### config.mk
export PLATFORM = sky130hd
export DESIGN_NAME = attr_port_top
export DESIGN_NICKNAME = d
export VERILOG_FILES = /design/src/rtl/attr_pkg.sv /design/src/rtl/attr_index_seq.sv /design/src/rtl/attr_regfile.sv /design/src/rtl/attr_pan_calc.sv /design/src/rtl/attr_port_top.sv
export SDC_FILE = /design/constraint.sdc
export NUM_CORES = 1
export LEC_CHECK = 0
export ABC_AREA = 1
export BUFFER_PORTS_ARGS = -buffer_cell sky130_fd_sc_hd__buf_4
export CAP_MARGIN = 20
export CORE_UTILIZATION = 50
export CTS_CLUSTER_SIZE = 30
export DETAILED_ROUTE_END_ITERATION = 12
export GPL_ROUTABILITY_DRIVEN = 1
export MAX_ROUTING_LAYER = met4
export PLACE_DENSITY = 0.76
export SLEW_MARGIN = 10
export SYNTH_ARGS = -nofsm -noshare
export SYNTH_HDL_FRONTEND = slang
export SYNTH_HIERARCHICAL = 1
export SYNTH_SLANG_ARGS = --single-unit
export TNS_END_PERCENT = 50
### constraint.sdc
create_clock -name clk -period 2.35 [get_ports clk]
set_input_delay 0.47 -clock clk [delete_from_list [all_inputs] [get_ports clk]]
set_output_delay 0.47 -clock clk [all_outputs]
set_load 0.03 [all_outputs]
### src/rtl/attr_pkg.sv
package attr_pkg;
    localparam int BYTE_W    = 8;
    localparam int SEL_W     = 5;
    localparam int EN_BIT    = 5;
    localparam int MODE8_BIT = 6;

    localparam logic [SEL_W-1:0] SEL_MODE  = 5'h10;
    localparam logic [SEL_W-1:0] SEL_OVSC  = 5'h11;
    localparam logic [SEL_W-1:0] SEL_PLANE = 5'h12;
    localparam logic [SEL_W-1:0] SEL_PAN   = 5'h13;
    localparam logic [SEL_W-1:0] SEL_PAGE  = 5'h14;

    typedef enum logic {
        PH_INDEX = 1'b0,
        PH_DATA  = 1'b1
    } phase_e;
endpackage

### src/rtl/attr_index_seq.sv
module attr_index_seq
    import attr_pkg::*;
(
    input  logic              clk,
    input  logic              rst,
    input  logic              wr_en,
    input  logic [BYTE_W-1:0] wr_data,
    input  logic              stat_rd,
    output logic [SEL_W-1:0]  sel,
    output logic              disp_en,
    output logic              data_we,
    output logic [BYTE_W-1:0] data_val
);
    typedef struct packed {
        phase_e           phase;
        logic             en;
        logic [SEL_W-1:0] sel;
    } seq_t;

    seq_t   seq_d, seq_q;
    phase_e eff_phase;

    always_comb begin
        seq_d     = seq_q;
        data_we   = 1'b0;
        eff_phase = stat_rd ? PH_INDEX : seq_q.phase;
        if (wr_en) begin
            if (eff_phase == PH_INDEX) begin
                seq_d.sel   = wr_data[SEL_W-1:0];
                seq_d.en    = wr_data[EN_BIT];
                seq_d.phase = PH_DATA;
            end else begin
                data_we     = 1'b1;
                seq_d.phase = PH_INDEX;
            end
        end else if (stat_rd) begin
            seq_d.phase = PH_INDEX;
        end
        if (rst) begin
            seq_d = '{phase: PH_INDEX, en: 1'b0, sel: '0};
        end
    end

    always_ff @(posedge clk) begin
        seq_q <= seq_d;
    end

    assign sel      = seq_q.sel;
    assign disp_en  = seq_q.en;
    assign data_val = wr_data;


    idx_load_chk: assert property (@(posedge clk) disable iff (rst)
        (wr_en && !data_we) |=> (sel == $past(wr_data[SEL_W-1:0]) && disp_en == $past(wr_data[EN_BIT])));


    stat_clear_chk: assert property (@(posedge clk) disable iff (rst)
        (stat_rd && !wr_en) |=> !(wr_en && data_we && !stat_rd) || 1'b1 ? (seq_q.phase == PH_INDEX) : 1'b1);
endmodule

### src/rtl/attr_regfile.sv
module attr_regfile
    import attr_pkg::*;
#(
    parameter int PAL_N = 16,
    parameter int PAL_W = 6,
    parameter int PAN_W = 3,
    localparam int PIX_W = $clog2(PAL_N)
) (
    input  logic              clk,
    input  logic              rst,
    input  logic              we,
    input  logic [SEL_W-1:0]  sel,
    input  logic              disp_en,
    input  logic [BYTE_W-1:0] wdata,
    input  logic [PIX_W-1:0]  pix_idx,
    output logic [PAL_W-1:0]  pix_color,
    output logic [BYTE_W-1:0] mode,
    output logic [BYTE_W-1:0] ovsc,
    output logic [PIX_W-1:0]  plane,
    output logic [PAN_W-1:0]  pan,
    output logic [PIX_W-1:0]  page
);
    typedef struct packed {
        logic [PAL_N-1:0][PAL_W-1:0] pal;
        logic [BYTE_W-1:0]           mode;
        logic [BYTE_W-1:0]           ovsc;
        logic [PIX_W-1:0]            plane;
        logic [PAN_W-1:0]            pan;
        logic [PIX_W-1:0]            page;
    } regs_t;

    regs_t            regs_d, regs_q;
    logic [PAL_N-1:0] pal_hit;
    logic [PIX_W-1:0] look_sel;

    for (genvar i = 0; i < PAL_N; i++) begin : g_pal_hit
        assign pal_hit[i] = we && !disp_en && (sel == SEL_W'(i));
    end

    always_comb begin
        regs_d = regs_q;
        for (int i = 0; i < PAL_N; i++) begin
            if (pal_hit[i]) begin
                regs_d.pal[i] = wdata[PAL_W-1:0];
            end
        end
        if (we) begin
            unique case (sel)
                SEL_MODE:  regs_d.mode  = wdata;
                SEL_OVSC:  regs_d.ovsc  = wdata;
                SEL_PLANE: regs_d.plane = wdata[PIX_W-1:0];
                SEL_PAN:   regs_d.pan   = wdata[PAN_W-1:0];
                SEL_PAGE:  regs_d.page  = wdata[PIX_W-1:0];
                default:   ;
            endcase
        end
        if (rst) begin
            regs_d = '0;
        end
    end

    always_ff @(posedge clk) begin
        regs_q <= regs_d;
    end

    assign look_sel  = pix_idx & regs_q.plane;
    assign pix_color = disp_en ? regs_q.pal[look_sel] : '0;
    assign mode      = regs_q.mode;
    assign ovsc      = regs_q.ovsc;
    assign plane     = regs_q.plane;
    assign pan       = regs_q.pan;
    assign page      = regs_q.page;


    pal_locked_chk: assert property (@(posedge clk) disable iff (rst)
        disp_en |=> $stable(regs_q.pal));


    ctrl_quiet_chk: assert property (@(posedge clk) disable iff (rst)
        !we |=> $stable({regs_q.mode, regs_q.ovsc, regs_q.plane, regs_q.pan, regs_q.page}));
endmodule

### src/rtl/attr_pan_calc.sv
module attr_pan_calc #(
    parameter int PAN_W = 3
) (
    input  logic             mode8,
    input  logic [PAN_W-1:0] pan,
    output logic [PAN_W-1:0] shift
);
    logic [PAN_W-1:0] shift_4b;
    logic [PAN_W-1:0] shift_8b;

    always_comb begin
        shift_4b = pan;
        shift_8b = {pan[PAN_W-1:1], 1'b0};
        shift    = mode8 ? shift_8b : shift_4b;
    end
endmodule

### src/rtl/attr_port_top.sv
module attr_port_top
    import attr_pkg::*;
#(
    parameter int PAL_N = 16,
    parameter int PAL_W = 6,
    parameter int PAN_W = 3,
    localparam int PIX_W = $clog2(PAL_N)
) (
    input  logic              clk,
    input  logic              rst,
    input  logic              port_wr,
    input  logic [BYTE_W-1:0] port_wdata,
    input  logic              status_rd,
    output logic [BYTE_W-1:0] index_out,
    output logic              blank,
    input  logic [PIX_W-1:0]  pix_idx,
    output logic [PAL_W-1:0]  pix_color,
    output logic [BYTE_W-1:0] mode_out,
    output logic [BYTE_W-1:0] overscan_out,
    output logic [PIX_W-1:0]  plane_en_out,
    output logic [PAN_W-1:0]  pan_shift,
    output logic [PIX_W-1:0]  color_page_out
);
    logic [SEL_W-1:0]  sel;
    logic              disp_en;
    logic              data_we;
    logic [BYTE_W-1:0] data_val;
    logic [PAN_W-1:0]  pan_raw;

    attr_index_seq i_seq (
        .clk      (clk),
        .rst      (rst),
        .wr_en    (port_wr),
        .wr_data  (port_wdata),
        .stat_rd  (status_rd),
        .sel      (sel),
        .disp_en  (disp_en),
        .data_we  (data_we),
        .data_val (data_val)
    );

    attr_regfile #(.PAL_N(PAL_N), .PAL_W(PAL_W), .PAN_W(PAN_W)) i_regs (
        .clk       (clk),
        .rst       (rst),
        .we        (data_we),
        .sel       (sel),
        .disp_en   (disp_en),
        .wdata     (data_val),
        .pix_idx   (pix_idx),
        .pix_color (pix_color),
        .mode      (mode_out),
        .ovsc      (overscan_out),
        .plane     (plane_en_out),
        .pan       (pan_raw),
        .page      (color_page_out)
    );

    attr_pan_calc #(.PAN_W(PAN_W)) i_pan (
        .mode8 (mode_out[MODE8_BIT]),
        .pan   (pan_raw),
        .shift (pan_shift)
    );

    assign index_out = {{(BYTE_W-SEL_W-1){1'b0}}, disp_en, sel};
    assign blank     = !disp_en;


    reset_state_chk: assert property (@(posedge clk)
        rst |=> (index_out == '0 && blank && mode_out == '0 && pan_shift == '0));


    coincident_idx_chk: assert property (@(posedge clk) disable iff (rst)
        (status_rd && port_wr) |=> (index_out[SEL_W-1:0] == $past(port_wdata[SEL_W-1:0])));


    blank_color_chk: assert property (@(posedge clk) disable iff (rst)
        blank |-> (pix_color == '0));


    pan_even_chk: assert property (@(posedge clk) disable iff (rst)
        mode_out[MODE8_BIT] |-> !pan_shift[0]);
endmodule

# Word-level counts from Yosys, hierarchy flattened
# Index checks and enable logic that the tools add are counted.
# W data, S select, Z words.
# totals
reg_bits	130
in_bits	16
output_inout_bits	42
word_cells	81
# classes
magnitude_cmp	1
eq_ne	20
mux	9
n_bitwise	2
reduce_logical	25
# op_table
op	n
$eq A5 B4 Y1 const B	8
$eq A5 B5 Y1 const B	5
$bmux W6 S4	1
$eq A5 B3 Y1 const B	4
$logic_and A1 B1 Y1	17
$mux W6	2
$reduce_and A2 Y1	6
$eq A5 B2 Y1 const B	2
$mux W1	6
$eq A5 B1 Y1 const B	1
$logic_not A5 Y1	1
$lt A4 B5 Y1 const B	1
$and A4 B4 Y4	1
$logic_not A1 Y1	1
$not A1 Y1	1

# Depth between registers and ports, before layout
# Gate-level depths: netlist of the first run.
# depth
word_depth	5
depth_mapped	10
depth_no_buf	9

# Cells and area by module
# Netlist of the first run, hierarchy kept.
# by_module_without_submodules
mod	n_inst	cells_per_inst	area_each_um2	seq_area_each_um2
attr_regfile	1	848	5893.2	2462.4
attr_index_seq	1	58	405.4	140.1
attr_port_top	1	5	30.0	0.0
attr_pan_calc	1	4	25.0	0.0

# Least setup slack after synthesis of the first run
# OpenSTA, ideal clock, no wires.
# synth_path
kind	in2out
startpoint	input port pix_idx[0]
endpoint	output port pix_color[3]
arrival_ps	1698
required_time_ps	1880
setup_slack_ps	182
cell_stages	10
n_path_buf	3
cell_sequence	buf_2 nand2_2 buf_4 buf_4 nand2_1 nand3_1 nand3_1 nand3_1 nand2_1 nor2_1
# synth_via
elab_chain_cells	4
# synth_lines
item	line_no	text
start: declaration	attr_port_top.sv:16	input logic [PIX_W-1:0] pix_idx,
$and A4 B4 Y4	attr_regfile.sv:66	assign look_sel = pix_idx & regs_q.plane;
$bmux W6 S4	attr_regfile.sv:67	assign pix_color = disp_en ? regs_q.pal[look_sel] : '0;
$mux W6 (implied by the code)	attr_regfile.sv:67	
$mux W6	attr_regfile.sv:67	
end: declaration	attr_port_top.sv:17	output logic [PAL_W-1:0] pix_color,
# Every way passes these cells. The select of a mux whose other input is x is not followed.

# Final worst setup path of the first run
# layout_path
startpoint	register i_regs.regs_q[7] (netlist: i_regs/plane[0])
endpoint	output port pix_color[3]
# layout_via
elab_chain_cells	4
# layout_lines
item	line_no	text
start: declaration	attr_regfile.sv:32	regs_t regs_d, regs_q;
start signal: assignment	attr_regfile.sv:63	regs_q <= regs_d;
$and A4 B4 Y4	attr_regfile.sv:66	
$bmux W6 S4	attr_regfile.sv:67	
$mux W6 (implied by the code)	attr_regfile.sv:67	
$mux W6	attr_regfile.sv:67	
# Every way passes these cells. The select of a mux whose other input is x is not followed.

==> flow_summary.json, run 1 <==
{
  "critPathMaxFanout": 21,
  "h-tree-depth": 4,
  "num_antenna_cells": 0,
  "max_stage_delay_ns": 0.44,
  "insertion_delay_ns": 0.42,
  "critPathBufInv": 2,
  "final_nets": 930,
  "worstPathRequired_ns": 1.88,
  "root_buffer": "clkbuf_16",
  "hold_path.class": "in -> reg",
  "cap_violations": 0,
  "dp_hpwl_mm": 11.2,
  "dpl_worst_slack_ns": 0.213,
  "synth.largest_area_cell": "dfxtp_1",
  "dr.pass1.iters": 5,
  "numCtsBuffers": 17,
  "drv_slew": 0,
  "synth_warnings": 6,
  "avgRoutedWirePerCell_um": 16.2,
  "place_congestion": 0.931,
  "fmax_ghz": 0.431,
  "drt_iter0_drc": 645,
  "synth_seq_cells": 130,
  "antenna_found_initial": 0,
  "p_leak_nw": 2.71,
  "synth.distinct_cells": 22,
  "syn-cell-area_um2": 6350,
  "synth_top_cells_by_count": "nand2_1 (268), nand3_1 (174), dfxtp_1 (130)",
  "grt_setup_unrepaired": "yes",
  "drt_wl_total_mm": 17.6,
  "cts_hold_buf": 0,
  "postSynth.asyncResetShare": 0,
  "worst_setup_path_start_kind": "register",
  "ios": 58,
  "postLayoutSetupSlackWorst_ns": 0.0308,
  "power_w": 0.00499,
  "grt_pass1_wl_mm": 27.8,
  "die_x_um": 115,
  "initial_core_util": 0.520,
  "relSlewSlack": 0.624,
  "hold_violations": 0,
  "drcViolationCount": 0,
  "cts_buffer_depth": 2,
  "min_period_ns": 2.32,
  "synthesis.instances": 915,
  "cp.arrival_ns": 1.85,
  "gr-usage-all-layers": 0.283,
  "antenna_left": 0,
  "die_y_um": 115,
  "status": "finished clean",
  "grt_max_degree": 50,
  "io_buffers": 55,
  "worstMarginPinSlew_ns": 0.563,
  "via_per_inst": 5.60,
  "fin_skew_ns": 0.00482,
  "min_period_over_period": 0.987,
  "path_common_cell": "nor2_1",
  "peakVddDrop_mv": 0.449,
  "synth.area.top_cells": "dfxtp_1 (41%), nand2_1 (16%), nand3_1 (14%)",
  "yosys_most_used_dff": "dfxtp_1",
  "syn_to_final_growth_pct": 14.2,
  "vias": 6107,
  "grt_pass1_vias": 5414,
  "path_delay_family": "simple AND/OR/NAND/NOR gates",
  "cts_tree": "done",
  "critPathKind": "reg -> out",
  "synth.yosys.seq_area_share": 0.410,
  "clk_pin_slew_worst_paths_ns": 0.05,
  "dpl_cell_area_um2": 6580,
  "rows": 40,
  "drive_gt1_frac": 0.168,
  "avgSynthCellArea_um2": 6.94,
  "grt.overflow.total": 0,
  "holdWs_ns": 0.342,
  "crit_chain": "nand2_8 -> buf_12 -> nand2_1 -> nand2_1 -> a21oi_1 -> nor2_1 -> nor2_1 -> nor2_1 -> buf_4",
  "crit_slowest_cell": "dfxtp_4",
  "finalInstanceArea_um2": 7260,
  "yosys.cell_count.top_type": "nand2_1",
  "critical_path.endpoint_type": "primary output",
  "setup_viol": 0,
  "yosysTopAreaCellShare": 0.410,
  "fin_setup_tns_ns": 0,
  "core_um2": 12200,
  "power_density_nw_per_um2": 688,
  "synth_edf_count": 0,
  "die-area_um2": 13200,
  "clkSinkCount": 130
}
-- kinds of logic after synthesis --
logic type / share of synthesized area
flops: 0.410
simple gates: 0.358
buf+inv: 0.124
compound gates: 0.104
other cells: 0.000590
fa+ha+maj: 0.00394
-- path summary, 6_finish.rpt --
| check | endpoint | slack, ns | cells after the start | startpoint |
|---|---|---|---|---|
| worst max-delay path | pix_color[3] | 0.03 | 9 | i_regs/plane[0]$_SDFFE_PP0P_ |
| worst max register to register | i_regs/regs_q[51]$_SDFFE_PP0P_ | 0.45 | 9 | i_seq/seq_q[6]$_SDFF_PP0_ |
| worst min register to register | i_regs/page[0]$_SDFFE_PP0P_ | 0.46 | 2 | i_regs/page[0]$_SDFFE_PP0P_ |
| worst min-delay path | i_seq/seq_q[6]$_SDFF_PP0_ | 0.34 | 3 | port_wr |
-- repair_timing --
item | in CTS | in global routing
resized for setup | 3 | 17
gates cloned | 0 | 3
hold endpoints to repair | 0 | 0
endpoints found under the setup margin | 6 | 6
buffers inserted | 0 | 2
pin swaps | 0 | 2
-- layer usage --
metal  share of wire  vias to the layer above  track usage  wire [µm]
li1                -                     2950            -          -
met1            0.43                     2823        0.369       7510
met2            0.46                      286        0.420       8040
met3           0.087                       48       0.0561       1530
met4           0.030                        0        0.133        537
met5               0                        -            -          0
-- report_power, final --
part           internal, W  switching, W  leakage, nW
registers          0.00222     0.0000242         1.05
logic            0.0000797      0.000233         1.39
clock network      0.00151      0.000928        0.265
-- stage by stage --
| stage | cells | util |
|---|---|---|
| floorplan | 916 | - |
| global placement | 1056 | 0.539 |
| detailed placement | 1056 | 0.539 |
| CTS | 1085 | 0.584 |
| global route | 1090 | 0.594 |
| finish | 1090 | 0.594 |
-- cell type report --
class                   instances  area (µm²)
repair inverters                1        7.51
fillers                      1149        4950
flip-flops and latches        130        2610
clock inverters                 6        57.6
inverters                      40         158
multi-input cells             640        3020
well taps                     168         210
clock buffers                  23         478
repair buffers                 82         724
-- sequential cells by signal, indices dropped and copies added (netlist names) --
signal         flops
i_regs/page        4
i_regs/mode        8
i_regs/ovsc        8
i_regs/pan         3
i_seq/seq_q        1
i_seq/sel          5
i_regs/plane       4
i_seq/disp_en      1
i_regs/regs_q     96
-- worst reg2reg max path, stage by stage, from the launching register on --
cell      delay [ns]
dfxtp_1         0.30
inv_1           0.03
nor2_1          0.11
ha_1            0.25
nand3b_4        0.22
nor2_4          0.33
nand2_2         0.17
inv_1           0.20
nand2_1         0.09
a21oi_1         0.13
-- cell usage in the layout (no fill, tap or decap), types with 4 or more instances in the layout --
cell type   count
a21oi_1       121
dfxtp_1       128
nor2_1         37
clkbuf_16      19
inv_1          27
clkinv_2        4
clkinvlp_4      4
nand2_1       266
nor2_2          5
nand3_1       171
buf_12          5
buf_4          72
nand4_1         4
inv_2          11
a211oi_1        6
nor2_4          6
nand2_2         9
Note: power is estimated with default switching activity, not from simulation.
==> run 2, diff against run 1 <==
--- a/config.mk
+++ b/config.mk
@@ -8,12 +8,14 @@
 export ABC_AREA = 1
 export BUFFER_PORTS_ARGS = -buffer_cell sky130_fd_sc_hd__buf_4
 export CAP_MARGIN = 20
-export CORE_UTILIZATION = 50
+export CELL_PAD_IN_SITES_DETAIL_PLACEMENT = 0
+export CELL_PAD_IN_SITES_GLOBAL_PLACEMENT = 2
+export CORE_UTILIZATION = 36
 export CTS_CLUSTER_SIZE = 30
 export DETAILED_ROUTE_END_ITERATION = 12
 export GPL_ROUTABILITY_DRIVEN = 1
 export MAX_ROUTING_LAYER = met4
-export PLACE_DENSITY = 0.76
+export PLACE_DENSITY = 0.91
 export SLEW_MARGIN = 10
 export SYNTH_ARGS = -nofsm -noshare
 export SYNTH_HDL_FRONTEND = slang
==> run 2 against run 1 <==
  * First-iteration DRC count is 28% lower
  * Register-to-register slack gained 0.08 ns
  * Cell count rose by 5.4%
  * Global-route usage fell by 5.4 points
  * Critical path depth unchanged
  * Via count down 3.2%
  * Die area is 38% higher
  * Routed wire length increased by 11%
  * Largest cell class unchanged
==> flow_summary.json, run 2 (synthesized netlist as in run 1, its figures left out) <==
{
  "layout_common_cells": "nand2_1 (267), nand3_1 (167), dfxtp_1 (128)",
  "io_buffers": 55,
  "hold_path.class": "in -> reg",
  "max_stage_delay_ns": 0.42,
  "dr.pass1.iters": 5,
  "drt_iter0_drc": 462,
  "via_per_inst": 5.15,
  "grt_pass1_vias": 5390,
  "place_congestion": 0.778,
  "cp.arrival_ns": 1.84,
  "grt.overflow.total": 0,
  "min_path_cells": 3,
  "dp_hpwl_mm": 12.5,
  "vias": 5912,
  "gr-usage-all-layers": 0.229,
  "min_period_ns": 2.31,
  "insertion_delay_ns": 0.43,
  "die_x_um": 135,
  "die_y_um": 135,
  "root_buffer": "clkbuf_16",
  "grt_max_degree": 45,
  "peakVddDrop_mv": 0.522,
  "status": "finished clean",
  "cts_buffer_depth": 2,
  "h-tree-depth": 4,
  "setup_viol": 0,
  "clk_pin_slew_worst_paths_ns": 0.06,
  "syn_to_final_growth_pct": 18.3,
  "hold_violations": 0,
  "worst_setup_path_start_kind": "register",
  "power_density_nw_per_um2": 747,
  "cap_violations": 0,
  "fmax_ghz": 0.433,
  "fin_skew_ns": 0.00881,
  "p_leak_nw": 2.77,
  "mostFrequentLayoutCell": "nand2_1",
  "avgRoutedWirePerCell_um": 17.0,
  "critPathBufInv": 2,
  "rows": 48,
  "critical_path.endpoint_type": "primary output",
  "die-area_um2": 18200,
  "final_nets": 929,
  "drt_wl_total_mm": 19.5,
  "dp.cells": 1113,
  "num_antenna_cells": 0,
  "path_delay_family": "simple AND/OR/NAND/NOR gates",
  "crit_slowest_cell": "dfxtp_4",
  "crit_chain": "nand2_8 -> clkbuf_16 -> nand2_1 -> nand3_1 -> nand3_1 -> nand2_1 -> nor2_1 -> nor2_1 -> buf_4",
  "hp-start": "port_wr",
  "drv_slew": 0,
  "grt_setup_unrepaired": "yes",
  "min_period_over_period": 0.982,
  "cts_hold_buf": 0,
  "grt_pass1_wl_mm": 30.4,
  "antenna_found_initial": 0,
  "drcViolationCount": 0,
  "worstMarginPinSlew_ns": 0.541,
  "relSlewSlack": 0.639,
  "initial_core_util": 0.369,
  "largest_register": "i_regs/regs_q",
  "numCtsBuffers": 17,
  "critPathKind": "reg -> out",
  "ios": 58,
  "cts_tree": "done",
  "reg2reg_setup_slack_ns": 0.53,
  "core_um2": 17200,
  "rr_startpoint": "i_seq/seq_q[6]$_SDFF_PP0_",
  "clkSinkCount": 130,
  "antenna_left": 0,
  "largest_reg_flops": 96,
  "critPathMaxFanout": 8,
  "hold_end": "i_seq/seq_q[6]$_SDFF_PP0_",
  "reg2reg_depth": 9,
  "worstPathRequired_ns": 1.88,
  "instances_no_fill": 1149,
  "power_w": 0.00561,
  "timing.rr.end": "i_regs/regs_q[52]$_SDFFE_PP0P_",
  "drive_gt1_frac": 0.173
}
-- run 2: cell types whose count changed in the layout (fill, tap and decap cells not counted), moves of 3 or more --
cell,before,now
buf_6,3,0
clkinv_4,0,4
nand3_1,171,167
buf_12,5,8
nand3_2,3,7
bufinv_16,1,6
-- run 2: metal layers --
metal	wire length (µm)	vias up	global-route usage
li1	-	2939	-
met1	8630	2759	0.287
met2	9340	178	0.355
met3	1020	36	0.0432
met4	553	0	0.105
met5	0	-	-
-- run 2: layout make-up --
type | count | area (µm²)
clock buffers | 19 | 443
clock inverters | 13 | 233
fillers | 1789 | 9720
inverters | 40 | 158
multi-input cells | 640 | 3030
flip-flops and latches | 130 | 2610
well taps | 225 | 282
repair buffers | 82 | 761
-- run 2: where the power goes --
group	internal (W)	total [W]	switching, W
registers	0.00222	0.00224	0.0000242
clock network	0.00202	0.00305	0.00103
logic	0.0000820	0.000324	0.000242
-- run 2: worst max path at each step --
stage / end / cells after the start / start / slack (ns)
after floorplan: pix_color[3] / 10 / pix_idx[0] / 0.18
after global placement: pix_color[3] / 10 / pix_idx[0] / 0.13
after detailed placement: pix_color[2] / 10 / pix_idx[1] / 0.15
after CTS: pix_color[5] / 9 / i_regs/plane[0]$_SDFFE_PP0P_ / -0.02
after global routing: pix_color[1] / 9 / i_regs/plane[0]$_SDFFE_PP0P_ / -0.05
final: pix_color[3] / 9 / i_regs/plane[0]$_SDFFE_PP0P_ / 0.04
-- run 2: timing repair --
action,in CTS,in global routing
endpoints found under the setup margin,6,6
pin swaps,0,3
resized for setup,11,19
cloned,1,1
buffers inserted,0,2
-- run 2: worst reg2reg max path, delay by kind of cell (launching register included) --
family / cells / cell delay (ns)
and+or+nand+nor: 5 / 0.84
buffers and inverters: 2 / 0.22
AOI/OAI and AO/OA: 1 / 0.13
DFF: 1 / 0.31
adders and majority gates: 1 / 0.25
-- run 2: per-stage QoR --
stage          hold WS (ns)  area (µm²)  TNS [ns]   util  setup slack, ns
6_report              0.326        7510         0  0.436           0.0417
5_1_grt               0.322        7510    -0.268  0.436          -0.0539
4_1_cts               0.318        7400   -0.0714  0.429          -0.0246
3_5_place_dp          0.453        6650         0  0.386            0.146
3_3_place_gp          0.446        6650         0  0.386            0.133
2_1_floorplan         0.434        6360         0      -            0.182
